==> src/rtl/cmx_pkg.sv <==
package cmx_pkg;

    localparam int COEF_W    = 12;
    localparam int COEF_FRAC = 9;
    localparam int PIX_W     = 13;
    localparam int PIX_FRAC  = 3;
    localparam int OUT_W     = 8;
    localparam int N_IN      = 3;
    localparam int BYTE_W    = 8;
    localparam int ADDR_W    = 5;
    localparam int PIPE_LAT  = 4;

    localparam int N_COEF    = N_IN * N_IN;
    localparam int HI_W      = COEF_W - BYTE_W;
    localparam int PROD_W    = COEF_W + PIX_W;
    localparam int SUM_W     = PROD_W + $clog2(N_IN);
    localparam int SHIFT     = COEF_FRAC + PIX_FRAC;
    localparam int OUT_MAX   = (1 << OUT_W) - 1;

    typedef logic signed [COEF_W-1:0] coef_t;
    typedef logic signed [PIX_W-1:0]  pix_t;
    typedef logic signed [PROD_W-1:0] prod_t;
    typedef logic signed [SUM_W-1:0]  sum_t;
    typedef logic [OUT_W-1:0]         out_t;
    typedef logic [BYTE_W-1:0]        byte_t;
    typedef logic [ADDR_W-1:0]        addr_t;

    // smallest exact sum that rounds to a value above the output range
    localparam sum_t SAT_HI_TH = sum_t'((OUT_MAX << SHIFT) + (1 << (SHIFT - 1)));
    localparam logic signed [SUM_W:0] RND_HALF = (SUM_W + 1)'(1) << (SHIFT - 1);

    // add one half, floor to integer, clamp to output range
    function automatic out_t round_sat(input sum_t s);
        logic signed [SUM_W:0]       r;
        logic signed [SUM_W-SHIFT:0] q;
        r = {s[SUM_W-1], s} + RND_HALF;
        q = r[SUM_W:SHIFT];
        if (q < 0)
            return '0;
        else if (int'(q) > OUT_MAX)
            return out_t'(OUT_MAX);
        else
            return q[OUT_W-1:0];
    endfunction

endpackage

==> src/rtl/cmx_coef_bank.sv <==
module cmx_coef_bank
    import cmx_pkg::*;
(
    input  logic  clk,
    input  logic  rst,
    input  logic  host_cs,
    input  logic  host_wr,
    input  logic  host_rd,
    input  addr_t host_addr,
    input  byte_t host_wdata,
    output byte_t host_rdata,
    output coef_t coef_o [N_COEF]
);

    logic [N_COEF-1:0] wr_lo;
    logic [N_COEF-1:0] wr_hi;
    byte_t             stage_q [N_COEF];
    coef_t             coef_q  [N_COEF];
    byte_t             rd_mux;
    logic              past_ok;

    for (genvar k = 0; k < N_COEF; k++) begin : g_coef
        assign wr_lo[k] = host_cs && host_wr && (host_addr == addr_t'(2 * k));
        assign wr_hi[k] = host_cs && host_wr && (host_addr == addr_t'(2 * k + 1));

        always_ff @(posedge clk) begin
            if (rst) begin
                stage_q[k] <= '0;
                coef_q[k]  <= '0;
            end else begin
                if (wr_lo[k])
                    stage_q[k] <= host_wdata;
                if (wr_hi[k])
                    coef_q[k] <= coef_t'({host_wdata[HI_W-1:0], stage_q[k]});
            end
        end

        assign coef_o[k] = coef_q[k];


        coef_hold_chk: assert property (@(posedge clk) disable iff (rst)
            !wr_hi[k] |=> $stable(coef_q[k]));
    end

    always_comb begin
        rd_mux = '0;
        for (int k = 0; k < N_COEF; k++) begin
            if (host_addr == addr_t'(2 * k))
                rd_mux = coef_q[k][BYTE_W-1:0];
            else if (host_addr == addr_t'(2 * k + 1))
                rd_mux = byte_t'(coef_q[k][COEF_W-1:BYTE_W]);
        end
    end

    always_ff @(posedge clk) begin
        if (rst)
            host_rdata <= '0;
        else if (host_cs && host_rd)
            host_rdata <= rd_mux;
    end

    always_ff @(posedge clk) begin
        if (rst) past_ok <= 1'b0;
        else     past_ok <= 1'b1;
    end


    hi_nibble_zero_chk: assert property (@(posedge clk) disable iff (rst)
        past_ok && $past(host_cs && host_rd && host_addr[0] && (host_addr < addr_t'(2 * N_COEF)))
        |-> host_rdata[BYTE_W-1:HI_W] == '0);


    unmapped_read_chk: assert property (@(posedge clk) disable iff (rst)
        past_ok && $past(host_cs && host_rd && (host_addr >= addr_t'(2 * N_COEF)))
        |-> host_rdata == '0);

endmodule

==> src/rtl/cmx_row_mac.sv <==
module cmx_row_mac
    import cmx_pkg::*;
(
    input  logic  clk,
    input  logic  rst,
    input  coef_t k_i [N_IN],
    input  pix_t  x_i [N_IN],
    output out_t  y_o
);

    prod_t prod_q [N_IN];
    sum_t  sum_d;
    sum_t  sum_q;
    logic  past_ok;

    for (genvar i = 0; i < N_IN; i++) begin : g_mul
        always_ff @(posedge clk) begin
            if (rst) prod_q[i] <= '0;
            else     prod_q[i] <= prod_t'(k_i[i]) * prod_t'(x_i[i]);
        end
    end

    always_comb begin
        sum_d = '0;
        for (int i = 0; i < N_IN; i++)
            sum_d = sum_d + sum_t'(prod_q[i]);
    end

    always_ff @(posedge clk) begin
        if (rst) begin
            sum_q   <= '0;
            y_o     <= '0;
            past_ok <= 1'b0;
        end else begin
            sum_q   <= sum_d;
            y_o     <= round_sat(sum_q);
            past_ok <= 1'b1;
        end
    end


    sat_low_chk: assert property (@(posedge clk) disable iff (rst)
        past_ok && $past(sum_q < 0) |-> y_o == '0);


    sat_high_chk: assert property (@(posedge clk) disable iff (rst)
        past_ok && $past(sum_q >= SAT_HI_TH) |-> y_o == out_t'(OUT_MAX));

endmodule

==> src/rtl/cmx_matrix3.sv <==
module cmx_matrix3
    import cmx_pkg::*;
(
    input  logic                clk,
    input  logic                rst,
    input  logic                host_cs,
    input  logic                host_wr,
    input  logic                host_rd,
    input  logic [ADDR_W-1:0]   host_addr,
    input  logic [BYTE_W-1:0]   host_wdata,
    output logic [BYTE_W-1:0]   host_rdata,
    input  logic                in_valid,
    input  logic [PIX_W-1:0]    in_a,
    input  logic [PIX_W-1:0]    in_b,
    input  logic [PIX_W-1:0]    in_c,
    output logic                out_valid,
    output logic [OUT_W-1:0]    out_a,
    output logic [OUT_W-1:0]    out_b,
    output logic [OUT_W-1:0]    out_c
);

    coef_t                coef [N_COEF];
    pix_t                 pix_d [N_IN];
    pix_t                 pix_q [N_IN];
    out_t                 y [N_IN];
    logic [PIPE_LAT-1:0]  vld_q;
    logic [2:0]           age_q;

    cmx_coef_bank u_bank (
        .clk        (clk),
        .rst        (rst),
        .host_cs    (host_cs),
        .host_wr    (host_wr),
        .host_rd    (host_rd),
        .host_addr  (host_addr),
        .host_wdata (host_wdata),
        .host_rdata (host_rdata),
        .coef_o     (coef)
    );

    assign pix_d[0] = in_a;
    assign pix_d[1] = in_b;
    assign pix_d[2] = in_c;

    always_ff @(posedge clk) begin
        if (rst) begin
            for (int i = 0; i < N_IN; i++) pix_q[i] <= '0;
            vld_q <= '0;
        end else begin
            for (int i = 0; i < N_IN; i++) pix_q[i] <= pix_d[i];
            vld_q <= {vld_q[PIPE_LAT-2:0], in_valid};
        end
    end

    for (genvar r = 0; r < N_IN; r++) begin : g_row
        coef_t row_k [N_IN];
        for (genvar i = 0; i < N_IN; i++) begin : g_sel
            assign row_k[i] = coef[r * N_IN + i];
        end
        cmx_row_mac u_row (
            .clk (clk),
            .rst (rst),
            .k_i (row_k),
            .x_i (pix_q),
            .y_o (y[r])
        );
    end

    assign out_a     = y[0];
    assign out_b     = y[1];
    assign out_c     = y[2];
    assign out_valid = vld_q[PIPE_LAT-1];

    always_ff @(posedge clk) begin
        if (rst)                         age_q <= '0;
        else if (age_q < 3'(PIPE_LAT))   age_q <= age_q + 3'd1;
    end


    valid_latency_chk: assert property (@(posedge clk) disable iff (rst)
        (age_q == 3'(PIPE_LAT)) |-> out_valid == $past(in_valid, 4));


    reset_clear_chk: assert property (@(posedge clk)
        $past(rst) |-> (!out_valid && host_rdata == '0 && out_a == '0));

endmodule

==> config.mk <==
export PLATFORM = sky130hd
export DESIGN_NAME = cmx_matrix3
export DESIGN_NICKNAME = d
export VERILOG_FILES = /design/src/rtl/cmx_pkg.sv /design/src/rtl/cmx_coef_bank.sv /design/src/rtl/cmx_row_mac.sv /design/src/rtl/cmx_matrix3.sv
export SDC_FILE = /design/constraint.sdc
export NUM_CORES = 2
export LEC_CHECK = 0
export ABC_AREA = 1
export BUFFER_PORTS_ARGS = -buffer_cell sky130_fd_sc_hd__buf_2
export CAP_MARGIN = 40
export CORE_UTILIZATION = 70
export CTS_CLUSTER_SIZE = 8
export DETAILED_ROUTE_END_ITERATION = 7
export PLACE_DENSITY = 0.87
export SYNTH_ARGS = -nofsm -noshare
export SYNTH_HDL_FRONTEND = slang
export SYNTH_SLANG_ARGS = --single-unit
==> constraint.sdc <==
create_clock -name clk -period 11.6 [get_ports clk]
set_input_delay 1.16 -clock clk [delete_from_list [all_inputs] [get_ports clk]]
set_output_delay 1.16 -clock clk [all_outputs]
set_load 0.02 [all_outputs]
==> flow_summary.json <==
{
  "status": "finished with violations",
  "violations": "DRC",
  "setup.worst_path.start": "u_bank.coef_q[4][0]",
  "ff2ff_setup_slack_ns": 5.70,
  "ir_drop_mv": 0.1782,
  "whs_ns": 0.3998,
  "area_delta_synth_final_pct": 5.249,
  "crit_arrival_ns": 6.51,
  "initial_core_util_pct": 70.85,
  "most-common-layout-cells": "inv_1, nand2_1, fa_1",
  "regToRegStartpoint": "u_bank.coef_q[4][0]",
  "path_clk_slew_ns": 0.06,
  "grt_antenna_before_repair": 10,
  "power_mw": 12.07,
  "cts_max_level": 3,
  "r2r_end": "g_row[1].u_row.prod_q[1][24]",
  "ioPinCount": 91,
  "finalCritPeriodShare_pct": 50.84,
  "holdCritPathClass": "register to register",
  "fin_util_pct": 74.57,
  "core_area_um2": 105700,
  "cp_data_required_time_ns": 12.21,
  "cts_buffers": 79,
  "drc": 14,
  "post-place-ws_ns": 5.894,
  "grt_util_all_layers_pct": 40.20,
  "hpwl_um": 161900,
  "yosysUniqueCellTypes": 62,
  "wl_um": 208900,
  "syn-instance-count": 9027,
  "nFillCells": 7371,
  "gp_congestion": 1.004,
  "hold_viol": 0,
  "nets": 10951,
  "cts_tree": "done",
  "grt_max_degree": 73,
  "hold_start": "vld_q[1]",
  "drt-initial-drc-count": 6381,
  "worstSetupPathType": "register to register",
  "synth_fp_nets": 11044,
  "clk_path_buf_depth": 3,
  "yosysSeqAreaShare_pct": 16.52,
  "rows": 119,
  "postCtsHoldBufs": 0,
  "postSynth.asyncResetShare_pct": 0,
  "fin_ws_ns": 5.702,
  "cts-root-buf": "clkbuf_16",
  "start_kind": "register",
  "cp-end-kind": "register",
  "port_buffers": 90,
  "ys_seq_elements": 528,
  "clk_latency_ns": 0.70,
  "path_max_fanout": 14,
  "final.min_clock_period_ns": 5.898,
  "route.vias.total": 59824,
  "final_common_cell": "inv_1",
  "reg2reg_depth": 16,
  "drive_above_1_share_pct": 3.619,
  "max_slew.worst_pin.slew_ns": 1.004,
  "power.density_nw_per_um2": 153.1,
  "maxCapViolCount": 0,
  "grt_pass1_wl_um": 333400,
  "cts_resized": 0,
  "tns_ns": 0,
  "fin_worst_skew_ns": 0.03496,
  "syn_area_um2": 74900,
  "yosys_most_used_dff": "dfxtp_1",
  "cts_setup_buffers": 0,
  "viasPerCell": 5.763,
  "setup_viol": 0,
  "grt_overflow": 0,
  "synth_edf_count": 180,
  "drt-pass1-iter-count": 8,
  "clkSinkCount": 528,
  "relSlewSlack_pct": 33.05,
  "yosys_warnings": 0,
  "drt.antenna.violating_nets": 0,
  "rsz0062_at_grt": "no",
  "seqCellArea_um2": 12380,
  "wl_per_cell_um": 20.12,
  "die-height_um": 329.1,
  "avgSynthCellArea_um2": 8.298,
  "crit_end": "g_row[1].u_row.prod_q[1][24]",
  "multi_input_area_um2": 52200,
  "leakage_nw": 42.84,
  "max_freq_ghz": 0.1696,
  "drv_slew": 0,
  "dieArea_um2": 108300,
  "grt_pass1_vias": 63665,
  "die_w_um": 329.1
}
[sequential cells by signal, summed over array words and instances (netlist names)]
register / count
g_row.u_row.prod_q: 225
u_bank.coef_q: 108
u_bank.stage_q: 72
g_row.u_row.sum_q: 48
pix_q: 39
g_row.u_row.y_o: 24
u_bank.host_rdata: 8
vld_q: 4
[Yosys cell counts (4+ instances only)]
library cell / number / area share [%]
fa_1: 1404 / 38
o311ai_0: 7 / 0.082
buf_1: 5 / 0.025
inv_2: 5 / 0.025
nor4_1: 11 / 0.092
o31ai_1: 20 / 0.20
a21boi_0: 6 / 0.060
or2_2: 22 / 0.18
nor3_1: 44 / 0.29
nor2_2: 7 / 0.058
o21a_1: 66 / 0.66
nand2_1: 1844 / 9.2
clkbuf_1: 315 / 1.6
a21oi_2: 9 / 0.11
ha_1: 555 / 9.3
nor2_4: 4 / 0.060
o211ai_1: 13 / 0.13
a21oi_1: 501 / 3.3
xnor2_1: 57 / 0.67
nand3_1: 96 / 0.64
o21ai_0: 248 / 1.7
edfxtp_1: 180 / 7.2
dfxtp_1: 348 / 9.3
a31oi_1: 14 / 0.12
buf_2: 5 / 0.033
a21o_1: 16 / 0.16
o21bai_1: 17 / 0.17
clkinv_1: 10 / 0.050
nand4_1: 67 / 0.56
o21ai_1: 12 / 0.080
a31o_2: 7 / 0.082
o2111ai_1: 4 / 0.047
xor2_1: 51 / 0.60
a211oi_1: 5 / 0.050
inv_1: 2408 / 12
nor2_1: 602 / 3.0
[worst max-delay path: stages (launching register included)]
cell      delay [ns]
edfxtp_1        0.78
nand2_1         0.26
fa_1            0.60
inv_1           0.06
ha_1            0.55
inv_1           0.21
fa_1            0.66
inv_1           0.09
fa_1            0.49
fa_1            0.52
ha_1            0.41
inv_1           0.08
nor3_1          0.36
nand2_1         0.09
o311ai_0        0.37
o21ai_0         0.14
a21oi_1         0.17
[worst min path at each step]
stage | end | slack, ns | cells after the start
final | vld_q[2] | 0.40 | 2
after global routing | vld_q[2] | 0.42 | 2
after CTS | vld_q[2] | 0.40 | 2
after detailed placement | vld_q[2] | 0.39 | 2
after global placement | vld_q[3] | 0.39 | 2
after floorplan | vld_q[1] | 0.39 | 2
[where the power goes]
group / internal (mW) / leakage, nW / switching [mW]
combinational: 2.57 / 37.0 / 4.51
sequential: 2.31 / 4.69 / 0.432
clock: 1.31 / 1.14 / 0.934
[stage by stage]
| stage | std cells | cell area, µm² |
|---|---|---|
| 2_1_floorplan | 9027 | 74900 |
| 6_report | 10380 | 78830 |
| 4_1_cts | 10372 | 78810 |
| 3_3_place_gp | 10233 | 76260 |
| 3_5_place_dp | 10244 | 76460 |
| 5_1_grt | 10372 | 78810 |
[metal layers]
metal	wire [µm]	global-route usage (%)	vias up
li1	-	-	26448
met1	72740	48.28	28801
met2	94900	63.65	3619
met3	25000	11.64	942
met4	16120	25.96	14
met5	104	0	-
[kinds of logic (layout without fill, tap and decap cells)]
logic type	count (synthesis)	after routing	share of synthesized area (%)
fa+ha+maj	1959	1959	46.80
buf+inv	2750	2704	13.80
xor+xnor	108	108	1.263
simple gates	2715	2715	14.39
compound gates	967	967	7.236
other cells	0	8	0
flops	528	528	16.52
[final cells by class]
class	count	area share, %
tap	1391	2.208
antenna	8	0.02539
clock inverter	11	0.2365
sequential	528	15.70
multi-input combinational	5749	66.21
clock buffer	117	2.752
timing repair buffer	152	1.313
inverter	2424	11.55
Note: power is estimated with default switching activity, not from simulation.
